<file path="config.mk">
export PLATFORM = sky130hd
export DESIGN_NAME = tsc_unit
export DESIGN_NICKNAME = d
export VERILOG_FILES = /design/src/rtl/tsc_pkg.sv /design/src/rtl/tsc_ctrl_table.sv /design/src/rtl/tsc_rx_path.sv /design/src/rtl/tsc_tx_path.sv /design/src/rtl/tsc_unit.sv
export SDC_FILE = /design/constraint.sdc
export NUM_CORES = 1
export LEC_CHECK = 0
export BUFFER_PORTS_ARGS = -buffer_cell sky130_fd_sc_hd__buf_2
export CORE_MARGIN = 8
export CORE_UTILIZATION = 40
export CTS_CLUSTER_SIZE = 30
export DETAILED_ROUTE_END_ITERATION = 6
export PLACE_DENSITY = 0.68
export SYNTH_ARGS = -nofsm -noshare
export SYNTH_HDL_FRONTEND = slang
export SYNTH_HIERARCHICAL = 1
export SYNTH_SLANG_ARGS = --single-unit
</file>
<file path="constraint.sdc">
create_clock -name clk -period 4 [get_ports clk]
set_input_delay 0.8 -clock clk [delete_from_list [all_inputs] [get_ports clk]]
set_output_delay 0.8 -clock clk [all_outputs]
set_load 0.01 [all_outputs]
</file>
<file path="src/rtl/tsc_pkg.sv">
package tsc_pkg;

   // Per-channel control entry; bit 0 is the lowest field (rx_sub).
   typedef struct packed {
      logic tx_frz;   // bit 3: hold transmit memory, send fill byte
      logic tx_inv;   // bit 2: invert transmit byte
      logic rx_inv;   // bit 1: invert receive byte
      logic rx_sub;   // bit 0: replace receive byte with fill byte
   } chan_ctl_t;

   localparam int CTL_W = $bits(chan_ctl_t);

endpackage

</file>
<file path="src/rtl/tsc_ctrl_table.sv">
module tsc_ctrl_table
   import tsc_pkg::*;
#(
   parameter int NUM_SLOTS = 24,
   parameter int DW        = 8,
   parameter int SLOT_W    = 5,
   parameter int REG_AW    = 5
) (
   input  logic              clk,
   input  logic              rst_n,
   input  logic              we,
   input  logic [REG_AW-1:0] addr,
   input  logic [DW-1:0]     wdata,
   input  logic [SLOT_W-1:0] rx_lk_slot,
   input  logic [SLOT_W-1:0] wr_lk_slot,
   input  logic [SLOT_W-1:0] rd_lk_slot,
   output chan_ctl_t         rx_lk_ctl,
   output chan_ctl_t         wr_lk_ctl,
   output chan_ctl_t         rd_lk_ctl,
   output logic [DW-1:0]     rx_fill,
   output logic [DW-1:0]     tx_fill
);

   localparam logic [REG_AW-1:0] RX_FILL_ADDR = REG_AW'(NUM_SLOTS);
   localparam logic [REG_AW-1:0] TX_FILL_ADDR = REG_AW'(NUM_SLOTS + 1);
   localparam logic [SLOT_W-1:0] SLOT_LIMIT   = SLOT_W'(NUM_SLOTS);

   chan_ctl_t ent_arr [NUM_SLOTS];

   for (genvar i = 0; i < NUM_SLOTS; i++) begin : g_ent
      chan_ctl_t q;
      always_ff @(posedge clk or negedge rst_n) begin
         if (!rst_n) begin
            q <= '0;
         end else if (we && (addr == REG_AW'(i))) begin
            q <= chan_ctl_t'(wdata[CTL_W-1:0]);
         end
      end
      assign ent_arr[i] = q;
   end

   always_ff @(posedge clk or negedge rst_n) begin
      if (!rst_n) begin
         rx_fill <= '0;
         tx_fill <= '0;
      end else if (we) begin
         if (addr == RX_FILL_ADDR) rx_fill <= wdata;
         if (addr == TX_FILL_ADDR) tx_fill <= wdata;
      end
   end

   // Lookups read the registered table, so a same-cycle write is not seen.
   always_comb begin
      rx_lk_ctl = '0;
      if (rx_lk_slot < SLOT_LIMIT) rx_lk_ctl = ent_arr[rx_lk_slot];
   end

   always_comb begin
      wr_lk_ctl = '0;
      if (wr_lk_slot < SLOT_LIMIT) wr_lk_ctl = ent_arr[wr_lk_slot];
   end

   always_comb begin
      rd_lk_ctl = '0;
      if (rd_lk_slot < SLOT_LIMIT) rd_lk_ctl = ent_arr[rd_lk_slot];
   end

endmodule

</file>
<file path="src/rtl/tsc_rx_path.sv">
module tsc_rx_path
   import tsc_pkg::*;
#(
   parameter int DW     = 8,
   parameter int SLOT_W = 5
) (
   input  logic              clk,
   input  logic              rst_n,
   input  logic              in_valid,
   input  logic [SLOT_W-1:0] in_slot,
   input  logic [DW-1:0]     in_data,
   input  chan_ctl_t         ctl,
   input  logic [DW-1:0]     fill,
   output logic              out_valid,
   output logic [SLOT_W-1:0] out_slot,
   output logic [DW-1:0]     out_data
);

   logic [DW-1:0] sel_byte;
   logic [DW-1:0] cond_byte;

   // Substitute first, then invert the result.
   assign sel_byte  = ctl.rx_sub ? fill : in_data;
   assign cond_byte = sel_byte ^ {DW{ctl.rx_inv}};

   always_ff @(posedge clk or negedge rst_n) begin
      if (!rst_n) begin
         out_valid <= 1'b0;
         out_slot  <= '0;
         out_data  <= '0;
      end else begin
         out_valid <= in_valid;
         if (in_valid) begin
            out_slot <= in_slot;
            out_data <= cond_byte;
         end
      end
   end

endmodule

</file>
<file path="src/rtl/tsc_tx_path.sv">
module tsc_tx_path
   import tsc_pkg::*;
#(
   parameter int NUM_SLOTS = 24,
   parameter int DW        = 8,
   parameter int SLOT_W    = 5
) (
   input  logic              clk,
   input  logic              rst_n,
   input  logic              wr_valid,
   input  logic [SLOT_W-1:0] wr_slot,
   input  logic [DW-1:0]     wr_data,
   input  chan_ctl_t         wr_ctl,
   input  logic              rd_req,
   input  logic [SLOT_W-1:0] rd_slot,
   input  chan_ctl_t         rd_ctl,
   input  logic [DW-1:0]     fill,
   output logic              out_valid,
   output logic [SLOT_W-1:0] out_slot,
   output logic [DW-1:0]     out_data
);

   localparam logic [SLOT_W-1:0] SLOT_LIMIT = SLOT_W'(NUM_SLOTS);

   logic [DW-1:0] mem_arr [NUM_SLOTS];
   logic          wr_open;

   // A frozen channel's entry is not written; out-of-range slots match no cell.
   assign wr_open = wr_valid && !wr_ctl.tx_frz;

   for (genvar i = 0; i < NUM_SLOTS; i++) begin : g_cell
      logic [DW-1:0] q;
      always_ff @(posedge clk or negedge rst_n) begin
         if (!rst_n) begin
            q <= '0;
         end else if (wr_open && (wr_slot == SLOT_W'(i))) begin
            q <= wr_data;
         end
      end
      assign mem_arr[i] = q;
   end

   logic [DW-1:0] mem_rd;
   logic [DW-1:0] src_byte;
   logic [DW-1:0] cond_byte;

   always_comb begin
      mem_rd = '0;
      if (rd_slot < SLOT_LIMIT) mem_rd = mem_arr[rd_slot];
   end

   assign src_byte  = rd_ctl.tx_frz ? fill : mem_rd;
   assign cond_byte = src_byte ^ {DW{rd_ctl.tx_inv}};

   always_ff @(posedge clk or negedge rst_n) begin
      if (!rst_n) begin
         out_valid <= 1'b0;
         out_slot  <= '0;
         out_data  <= '0;
      end else begin
         out_valid <= rd_req;
         if (rd_req) begin
            out_slot <= rd_slot;
            out_data <= cond_byte;
         end
      end
   end

endmodule

</file>
<file path="src/rtl/tsc_unit.sv">
module tsc_unit
   import tsc_pkg::*;
#(
   parameter  int NUM_SLOTS = 24,
   parameter  int DW        = 8,
   localparam int SLOT_W    = $clog2(NUM_SLOTS + 1),
   localparam int REG_AW    = $clog2(NUM_SLOTS + 2)
) (
   input  logic              clk,
   input  logic              rst_n,
   input  logic              reg_we,
   input  logic [REG_AW-1:0] reg_addr,
   input  logic [DW-1:0]     reg_wdata,
   input  logic              rx_in_valid,
   input  logic [SLOT_W-1:0] rx_in_slot,
   input  logic [DW-1:0]     rx_in_data,
   output logic              rx_out_valid,
   output logic [SLOT_W-1:0] rx_out_slot,
   output logic [DW-1:0]     rx_out_data,
   input  logic              bp_in_valid,
   input  logic [SLOT_W-1:0] bp_in_slot,
   input  logic [DW-1:0]     bp_in_data,
   input  logic              tx_rd_req,
   input  logic [SLOT_W-1:0] tx_rd_slot,
   output logic              tx_out_valid,
   output logic [SLOT_W-1:0] tx_out_slot,
   output logic [DW-1:0]     tx_out_data
);

   initial begin : chk_params
      assert (NUM_SLOTS >= 2)
         else $fatal(1, "tsc_unit: NUM_SLOTS must be at least 2");
      assert (DW >= CTL_W)
         else $fatal(1, "tsc_unit: DW too narrow for a control entry");
   end

   chan_ctl_t     rx_ctl;
   chan_ctl_t     wr_ctl;
   chan_ctl_t     rd_ctl;
   logic [DW-1:0] rx_fill;
   logic [DW-1:0] tx_fill;

   tsc_ctrl_table #(
      .NUM_SLOTS (NUM_SLOTS),
      .DW        (DW),
      .SLOT_W    (SLOT_W),
      .REG_AW    (REG_AW)
   ) u_table (
      .clk        (clk),
      .rst_n      (rst_n),
      .we         (reg_we),
      .addr       (reg_addr),
      .wdata      (reg_wdata),
      .rx_lk_slot (rx_in_slot),
      .wr_lk_slot (bp_in_slot),
      .rd_lk_slot (tx_rd_slot),
      .rx_lk_ctl  (rx_ctl),
      .wr_lk_ctl  (wr_ctl),
      .rd_lk_ctl  (rd_ctl),
      .rx_fill    (rx_fill),
      .tx_fill    (tx_fill)
   );

   tsc_rx_path #(
      .DW     (DW),
      .SLOT_W (SLOT_W)
   ) u_rx (
      .clk       (clk),
      .rst_n     (rst_n),
      .in_valid  (rx_in_valid),
      .in_slot   (rx_in_slot),
      .in_data   (rx_in_data),
      .ctl       (rx_ctl),
      .fill      (rx_fill),
      .out_valid (rx_out_valid),
      .out_slot  (rx_out_slot),
      .out_data  (rx_out_data)
   );

   tsc_tx_path #(
      .NUM_SLOTS (NUM_SLOTS),
      .DW        (DW),
      .SLOT_W    (SLOT_W)
   ) u_tx (
      .clk       (clk),
      .rst_n     (rst_n),
      .wr_valid  (bp_in_valid),
      .wr_slot   (bp_in_slot),
      .wr_data   (bp_in_data),
      .wr_ctl    (wr_ctl),
      .rd_req    (tx_rd_req),
      .rd_slot   (tx_rd_slot),
      .rd_ctl    (rd_ctl),
      .fill      (tx_fill),
      .out_valid (tx_out_valid),
      .out_slot  (tx_out_slot),
      .out_data  (tx_out_data)
   );

endmodule

</file>
# Yosys cells after proc, flatten, opt, wreduce, memory -nomap -nowiden
# Cells that the tools add are included.
op_classes:
  order_cmp: 6
  n_eq_ne: 48
  muxes: 18
  bitwise: 5
  reduce_logical: 54
op_table:
  columns: ["operator", "n"]
  rows:
  - ["equality test 5 bit, second input constant", 18]
  - ["equality test 5 x 4 -> 1 bit, second input constant", 16]
  - ["binary-select mux 4 bit (select 5 bit)", 3]
  - ["logical AND 1 bit", 49]
  - ["binary-select mux 8 bit (select 5 bit)", 1]
  - ["equality test 5 x 3 -> 1 bit, second input constant", 8]
  - ["two-way mux 8 bit", 5]
  - ["two-way mux 4 bit", 6]
  - ["equality test 5 x 2 -> 1 bit, second input constant", 4]
  - ["greater-or-equal comparator 6 bit, second input constant", 3]
  - ["inverter 5 -> 6 bit", 3]
  - ["XOR 8 bit", 2]
  - ["less-than comparator 5 bit, second input constant", 3]
  - ["equality test 5 x 1 -> 1 bit, second input constant", 2]
  - ["logical NOT 5 bit", 2]
  - ["two-way mux 2 bit", 3]
  - ["AND reduction 2 bit", 2]
  - ["logical NOT 1 bit", 1]
word_totals:
  reg_bits: 332
  inputBits: 50
  out_inout_bits: 28
  elab_cells: 259

# Logic depth before layout (Yosys ltp)
# Gate-level depths: netlist of run 1.
depth:
  depth_word: 8
  mapped_depth: 14
  mapped_depth_nobuf: 9

# By module
# The synthesis of run 1 kept the hierarchy.
modules_own_cells:
  columns: ["mod", "instances", "cells_each", "area_per_inst_um2", "seq_area_each_um2"]
  rows:
  - ["tsc_tx_path", 1, 658, 9646.8, 5154.9]
  - ["tsc_ctrl_table", 1, 564, 6834.1, 2802.7]
  - ["tsc_rx_path", 1, 46, 670.6, 350.3]

# Worst setup path after synthesis of run 1
# Ideal clock, no wire load.
synth_path:
  path_kind: "input-to-reg"
  start: "input port bp_in_slot[0]"
  end: "register u_tx.g_cell[7].q[0]"
  setup_ns: 0.125
  t_arrival_ns: 3.591
  required_ns: 3.875
  slack_ns: 0.284
  cell_stages: 11
  path_buffers: 3
  cell_sequence: "buf_2 mux4_2 mux2_2 nand2_1 o311ai_0 or3b_1 buf_6 or2_1 buf_6 nor3b_4 mux2_2"
synth_rtl:
  columns: ["element", "line", "rtl"]
  rows:
  - ["from (decl)", "tsc_unit.sv:21", "input logic [SLOT_W-1:0] bp_in_slot,"]
  - ["to (signal assigned)", "tsc_tx_path.sv:37", "q <= wr_data;"]
  - ["to (decl)", "tsc_tx_path.sv:32", "logic [DW-1:0] q;"]

==> results.sh, run 1 <==
export IMPL_hpwl_um=25530
export IMPL_grt_pass1_vias=10141
export IMPL_final_common_cell="dfrtp_1"
export IMPL_setup_ws_ns=0.7153
export IMPL_pre_cts_slack_ns=0.1722
export IMPL_p_leak_nw=8.130
export IMPL_gp_congestion=0.8079
export IMPL_synth_avg_cell_area_um2=14.03
export IMPL_hp_class="input port to async pin"
export IMPL_grt_max_degree=89
export IMPL_cp_required_ns=4.42
export IMPL_cap_violations=0
export IMPL_area_growth_pct=13.79
export IMPL_pwr_share_seq=0.464
export IMPL_ir_drop_v=0.0004979
export IMPL_fmax_mhz=304.4
export IMPL_dr_total_vias=9610
export IMPL_final_min_clock_period_ns=3.285
export IMPL_finClkSkew_ns=0.02673
export IMPL_buffer_ports_inserted=77
export IMPL_clkPwrFrac=0.365
export IMPL_cts_sinks=332
export IMPL_cp_arrival_ns=3.71
export IMPL_gr_usage_all_layers=0.1603
export IMPL_grt_pass1_wl_um=58980
export IMPL_pin_count=78
export IMPL_hold_buffers=0
export IMPL_worstMarginPinSlew_ns=1.007
export IMPL_ctsHtreeMaxLevel=2
export IMPL_clockRootBuffer="clkbuf_16"
export IMPL_final_antenna_net_count=0
export IMPL_cts_buffers=38
export IMPL_placementRows=73
export IMPL_tritoncts="built"
export IMPL_fp_coreArea_um2=39370
export IMPL_seq_area_um2=8308
export IMPL_setup_tns_final_ns=0
export IMPL_p_int_mw=6.978
export IMPL_maxSlewHeadroom=0.3275
export IMPL_endpoint_kind="register"
export IMPL_detail_route_wl_per_cell_um=21.46
export IMPL_firstDrtPassIters=5
export IMPL_nets=1236
export IMPL_start_kind="input port"
export IMPL_grt_overflow_total=0
export IMPL_outcome="finished clean"
export IMPL_drtIter0Drc=561
export IMPL_final_cell_mix="dfrtp_1 (332), mux2_2 (323), mux2i_1 (96)"
export IMPL_setup_viol=0
export IMPL_num_fill_cells=3471
export IMPL_maxSlewViolCount=0
export IMPL_cts_buffer_depth=3
export IMPL_combPwrFrac=0.171
export IMPL_cts_setup_buffers=0
export IMPL_netlist_area_um2=15830
export IMPL_multi_input_area_um2=7103
export IMPL_worstPathMaxFanout=8
export IMPL_ys_warn_count=6
export IMPL_rsz0062_at_grt="false"
export IMPL_antenna_found_initial=1
export IMPL_pwr_density_cell_nw_per_um2=526.4
export IMPL_final_layout_size_suffix_gt1_frac=0.4572
export IMPL_period_share=0.8212
export IMPL_hold_viol=0
export IMPL_path_clk_slew_ns=0.06
export IMPL_synth_fp_nets=1178
export IMPL_wl_um=37370
export IMPL_start_util=0.4021
export IMPL_post_route_drc_count=0
export IMPL_die_w_um=214.9
export IMPL_die_height_um=214.9
export IMPL_diodes=0
export IMPL_via_per_inst=5.520
export IMPL_clk_latency_ns=0.54
export IMPL_syn_inst=1128
export IMPL_p_switching_mw=2.502
export IMPL_worstSetupPathType="input port to register"
export IMPL_power_share_switching=0.2639
export IMPL_cts_repair_resized=0
export IMPL_dieArea_um2=46190
-- layout make-up --
| type | instances | share of cell area |
|---|---|---|
| Clock buffer | 53 | 0.06092 |
| Clock inverter | 17 | 0.008892 |
| Inverter | 2 | 0.0004168 |
| Multi-Input combinational cell | 706 | 0.3944 |
| Sequential cell | 332 | 0.4613 |
| Tap cell | 525 | 0.03647 |
| Timing Repair Buffer | 106 | 0.03765 |
-- sequential cells by signal, summed over array words and instances, names as in the netlist --
register         flops
u_rx/out_slot        5
u_tx/g_cell.q      192
u_tx/out_valid       1
u_table/rx_fill      8
u_tx/out_slot        5
u_rx/out_valid       1
u_rx/out_data        8
u_tx/out_data        8
u_table/ent_arr     96
u_table/tx_fill      8
-- final timing paths --
path | startpoint | endpoint | slack, ns | cells past startpoint
hold reg to reg | u_tx/g_cell[16].q[4] | u_tx/g_cell[16].q[4] | 0.49 | 1
setup reg to reg | u_table/ent_arr[35] | u_tx/g_cell[12].q[2] | 0.78 | 9
max in group asynchronous | rst_n | u_table/ent_arr[65] | 2.83 | 2
setup / recovery | bp_in_slot[0] | u_tx/g_cell[12].q[2] | 0.72 | 10
min in group clk | u_tx/g_cell[16].q[4] | u_tx/g_cell[16].q[4] | 0.49 | 1
hold / removal | rst_n | u_rx/out_slot[4] | 0.27 | 1
-- critical path, cell delays in order --
cell and delay, ns:
buf_2 0.17, mux4_2 0.51, mux2_2 0.29, nand2_1 0.07
o311ai_0 0.15, or3b_1 0.48, buf_4 0.19, nor3_2 0.23
nand3_1 0.40, mux2_2 0.42
-- metrics by stage --
step	instances	util	cell area, um^2	power [mW]	hold WS (ns)
global placement	1671	0.4256	16750	6.007	0.4750
global route	1741	0.4575	18010	9.919	0.3187
detailed placement	1671	0.4256	16750	6.083	0.4835
floorplan	1128	-	15830	5.504	0.4595
finish	1741	0.4575	18010	9.480	0.2721
CTS	1741	0.4575	18010	9.568	0.3085
-- layer usage --
layer	global-route usage	wire, um
met1	0.2247	17110
met2	0.2486	17300
met3	0.03160	1889
met4	0.05005	1071
met5	0	0
-- power groups by stage --
stage	logic, mW	clock network (mW)	registers [mW]
finish	1.62	3.46	4.40
global route	1.77	3.67	4.48
CTS	1.64	3.54	4.39
detailed placement	1.63	0	4.45
global placement	1.58	0	4.42
floorplan	1.17	0	4.34
Power figures use the tool's default switching activity.
==> inputs of run 2 (changes only) <==
==> constraint.sdc (replaced) <==
create_clock -name clk -period 3.42 [get_ports clk]
set_input_delay 0.684 -clock clk [delete_from_list [all_inputs] [get_ports clk]]
set_output_delay 0.684 -clock clk [all_outputs]
set_load 0.01 [all_outputs]
==> run 2 against run 1 <==
Worst hold slack worse by 0.12 ns; non-clock buffer count up 27; critical path type is now register to register; sequential share of layout area fell by 0.49 points; setup slack got worse by 0.39 ns.
==> results.sh, run 2 (synthesis results as in run 1) <==
export IMPL_start_util=0.4021
export IMPL_cts_repair_resized=0
export IMPL_diodes=0
export IMPL_pin_count=78
export IMPL_grt_pass1_vias=10215
export IMPL_fmax_mhz=322.7
export IMPL_clkPwrFrac=0.355
export IMPL_setup_tns_final_ns=0
export IMPL_path_clk_slew_ns=0.06
export IMPL_start_kind="register"
export IMPL_gr_usage_all_layers=0.1646
export IMPL_die_w_um=214.9
export IMPL_wl_um=38360
export IMPL_clockRootBuffer="clkbuf_16"
export IMPL_largest_register_ffs=192
export IMPL_hold_buffers=0
export IMPL_critPathMaxStageDelay_ns=0.45
export IMPL_ctsHtreeMaxLevel=2
export IMPL_worstPathMaxFanout=8
export IMPL_maxSlewHeadroom=0.4105
export IMPL_rsz0062_at_grt="false"
export IMPL_dr_total_vias=9677
export IMPL_combPwrFrac=0.176
export IMPL_path_buf_inv=2
export IMPL_placed_cells=1698
export IMPL_grt_pass1_wl_um=60420
export IMPL_grt_overflow_total=0
export IMPL_worstMarginPinSlew_ns=0.8795
export IMPL_fp_coreArea_um2=39370
export IMPL_worstPathCellList="mux4_2 > mux2_2 > nand2_1 > o311ai_0 > or3b_1 > buf_4 > nor3_2 > buf_4 > nand2_1 > mux2_2"
export IMPL_cp_top_family="multiplexers"
export IMPL_final_layout_size_suffix_gt1_frac=0.4652
export IMPL_antenna_found_initial=2
export IMPL_clk_latency_ns=0.53
export IMPL_worstSetupPathType="register to register"
export IMPL_via_per_inst=5.501
export IMPL_setup_viol=0
export IMPL_die_height_um=214.9
export IMPL_hpwl_um=26570
export IMPL_area_growth_pct=15.00
export IMPL_post_route_drc_count=0
export IMPL_cts_setup_buffers=0
export IMPL_hold_viol=0
export IMPL_cp_required_ns=3.83
export IMPL_cp_slowest_cell="mux4_2"
export IMPL_final_common_cell="dfrtp_1"
export IMPL_buffer_ports_inserted=77
export IMPL_drtIter0Drc=634
export IMPL_final_min_clock_period_ns=3.099
export IMPL_cts_sinks=332
export IMPL_detail_route_wl_per_cell_um=21.81
export IMPL_firstDrtPassIters=4
export IMPL_cap_violations=0
export IMPL_layout_cells_non_filler=1759
export IMPL_cp_depth=10
export IMPL_pwr_share_seq=0.468
export IMPL_p_int_mw=8.104
export IMPL_finClkSkew_ns=0.01031
export IMPL_period_share=0.9061
export IMPL_ir_drop_v=0.0003978
export IMPL_tritoncts="built"
export IMPL_gp_congestion=0.8150
export IMPL_cts_buffers=36
export IMPL_p_switching_mw=2.864
export IMPL_placementRows=73
export IMPL_cp_arrival_ns=3.51
export IMPL_hp_class="input port to async pin"
export IMPL_cts_buffer_depth=3
export IMPL_final_util=0.4624
export IMPL_num_fill_cells=3446
export IMPL_p_leak_nw=8.232
export IMPL_outcome="finished clean"
export IMPL_pwr_density_cell_nw_per_um2=602.6
export IMPL_multi_input_area_um2=7096
export IMPL_final_cell_mix="dfrtp_1 (332), mux2_2 (323), mux2i_1 (96)"
export IMPL_grt_max_degree=94
export IMPL_nets=1261
export IMPL_maxSlewViolCount=0
export IMPL_final_antenna_net_count=0
export IMPL_reg2reg_depth=10
export IMPL_dieArea_um2=46190
export IMPL_largest_register="u_tx/g_cell.q"
export IMPL_seq_area_um2=8308
export IMPL_power_share_switching=0.2611
export IMPL_endpoint_kind="register"
run 2: cell types whose count changed in the layout (fill, tap and decap cells not counted), sizes merged:
| cell | change |
|---|---|
| buf | +27 |
| clkinv | -5 |
| clkbuf | -3 |
| inv | -2 |
| clkinvlp | +1 |
run 2: cell type report:
cell class	count	share of cell area
sequential	332	0.4564
multi-input combinational	706	0.3898
timing repair buffer	133	0.05183
inverter	2	0.0004124
clock buffer	50	0.05856
tap	525	0.03609
clock inverter	11	0.006874
run 2: power by group through the flow:
stage | combinational (mW) | sequential (mW) | clock [mW]
5_1_grt | 2.09 | 5.22 | 4.15
6_report | 1.93 | 5.14 | 3.90
2_1_floorplan | 1.37 | 5.07 | 0
4_1_cts | 1.95 | 5.13 | 4.00
3_5_place_dp | 1.95 | 5.19 | 0
3_3_place_gp | 1.88 | 5.15 | 0
run 2: worst register-to-register path, delay by kind of cell (launching register included):
kind,cells,cell delay (ns)
AO/OA/AOI/OAI,1,0.18
buffers and inverters,2,0.33
flip-flops,1,0.41
multiplexers,3,1.10
AND/OR/NAND/NOR,4,0.96
run 2: final timing paths:
kind | start | endpoint | slack [ns]
setup / recovery | u_table/ent_arr[47] | u_tx/g_cell[0].q[2] | 0.32
hold / removal | rst_n | u_rx/out_data[1] | 0.15
setup reg to reg | u_table/ent_arr[47] | u_tx/g_cell[0].q[2] | 0.32
hold reg to reg | u_tx/g_cell[16].q[3] | u_tx/g_cell[16].q[3] | 0.49
max in group asynchronous | rst_n | u_tx/g_cell[4].q[0] | 2.38
min in group clk | rx_in_valid | u_rx/out_valid | 0.44
run 2: metrics by stage:
stage	cell area [um^2]	setup slack (ns)	hold WS [ns]	power [mW]
floorplan	15830	-0.009430	0.3884	6.437
global placement	17010	-0.1127	0.4712	7.036
detailed placement	17010	-0.1648	0.4795	7.135
CTS	18200	0.3195	0.2036	11.09
global route	18200	0.1942	0.1980	11.47
finish	18200	0.3213	0.1538	10.97
run 2: routing by layer:
layer  part of all wire  GRT usage  vias to the layer above
met4              0.023    0.04616                        4
met1               0.47     0.2374                     5127
li1                   -          -                     4288
met3              0.042    0.02711                       63
met2               0.46     0.2539                      195
met5            0.00057          0                        -
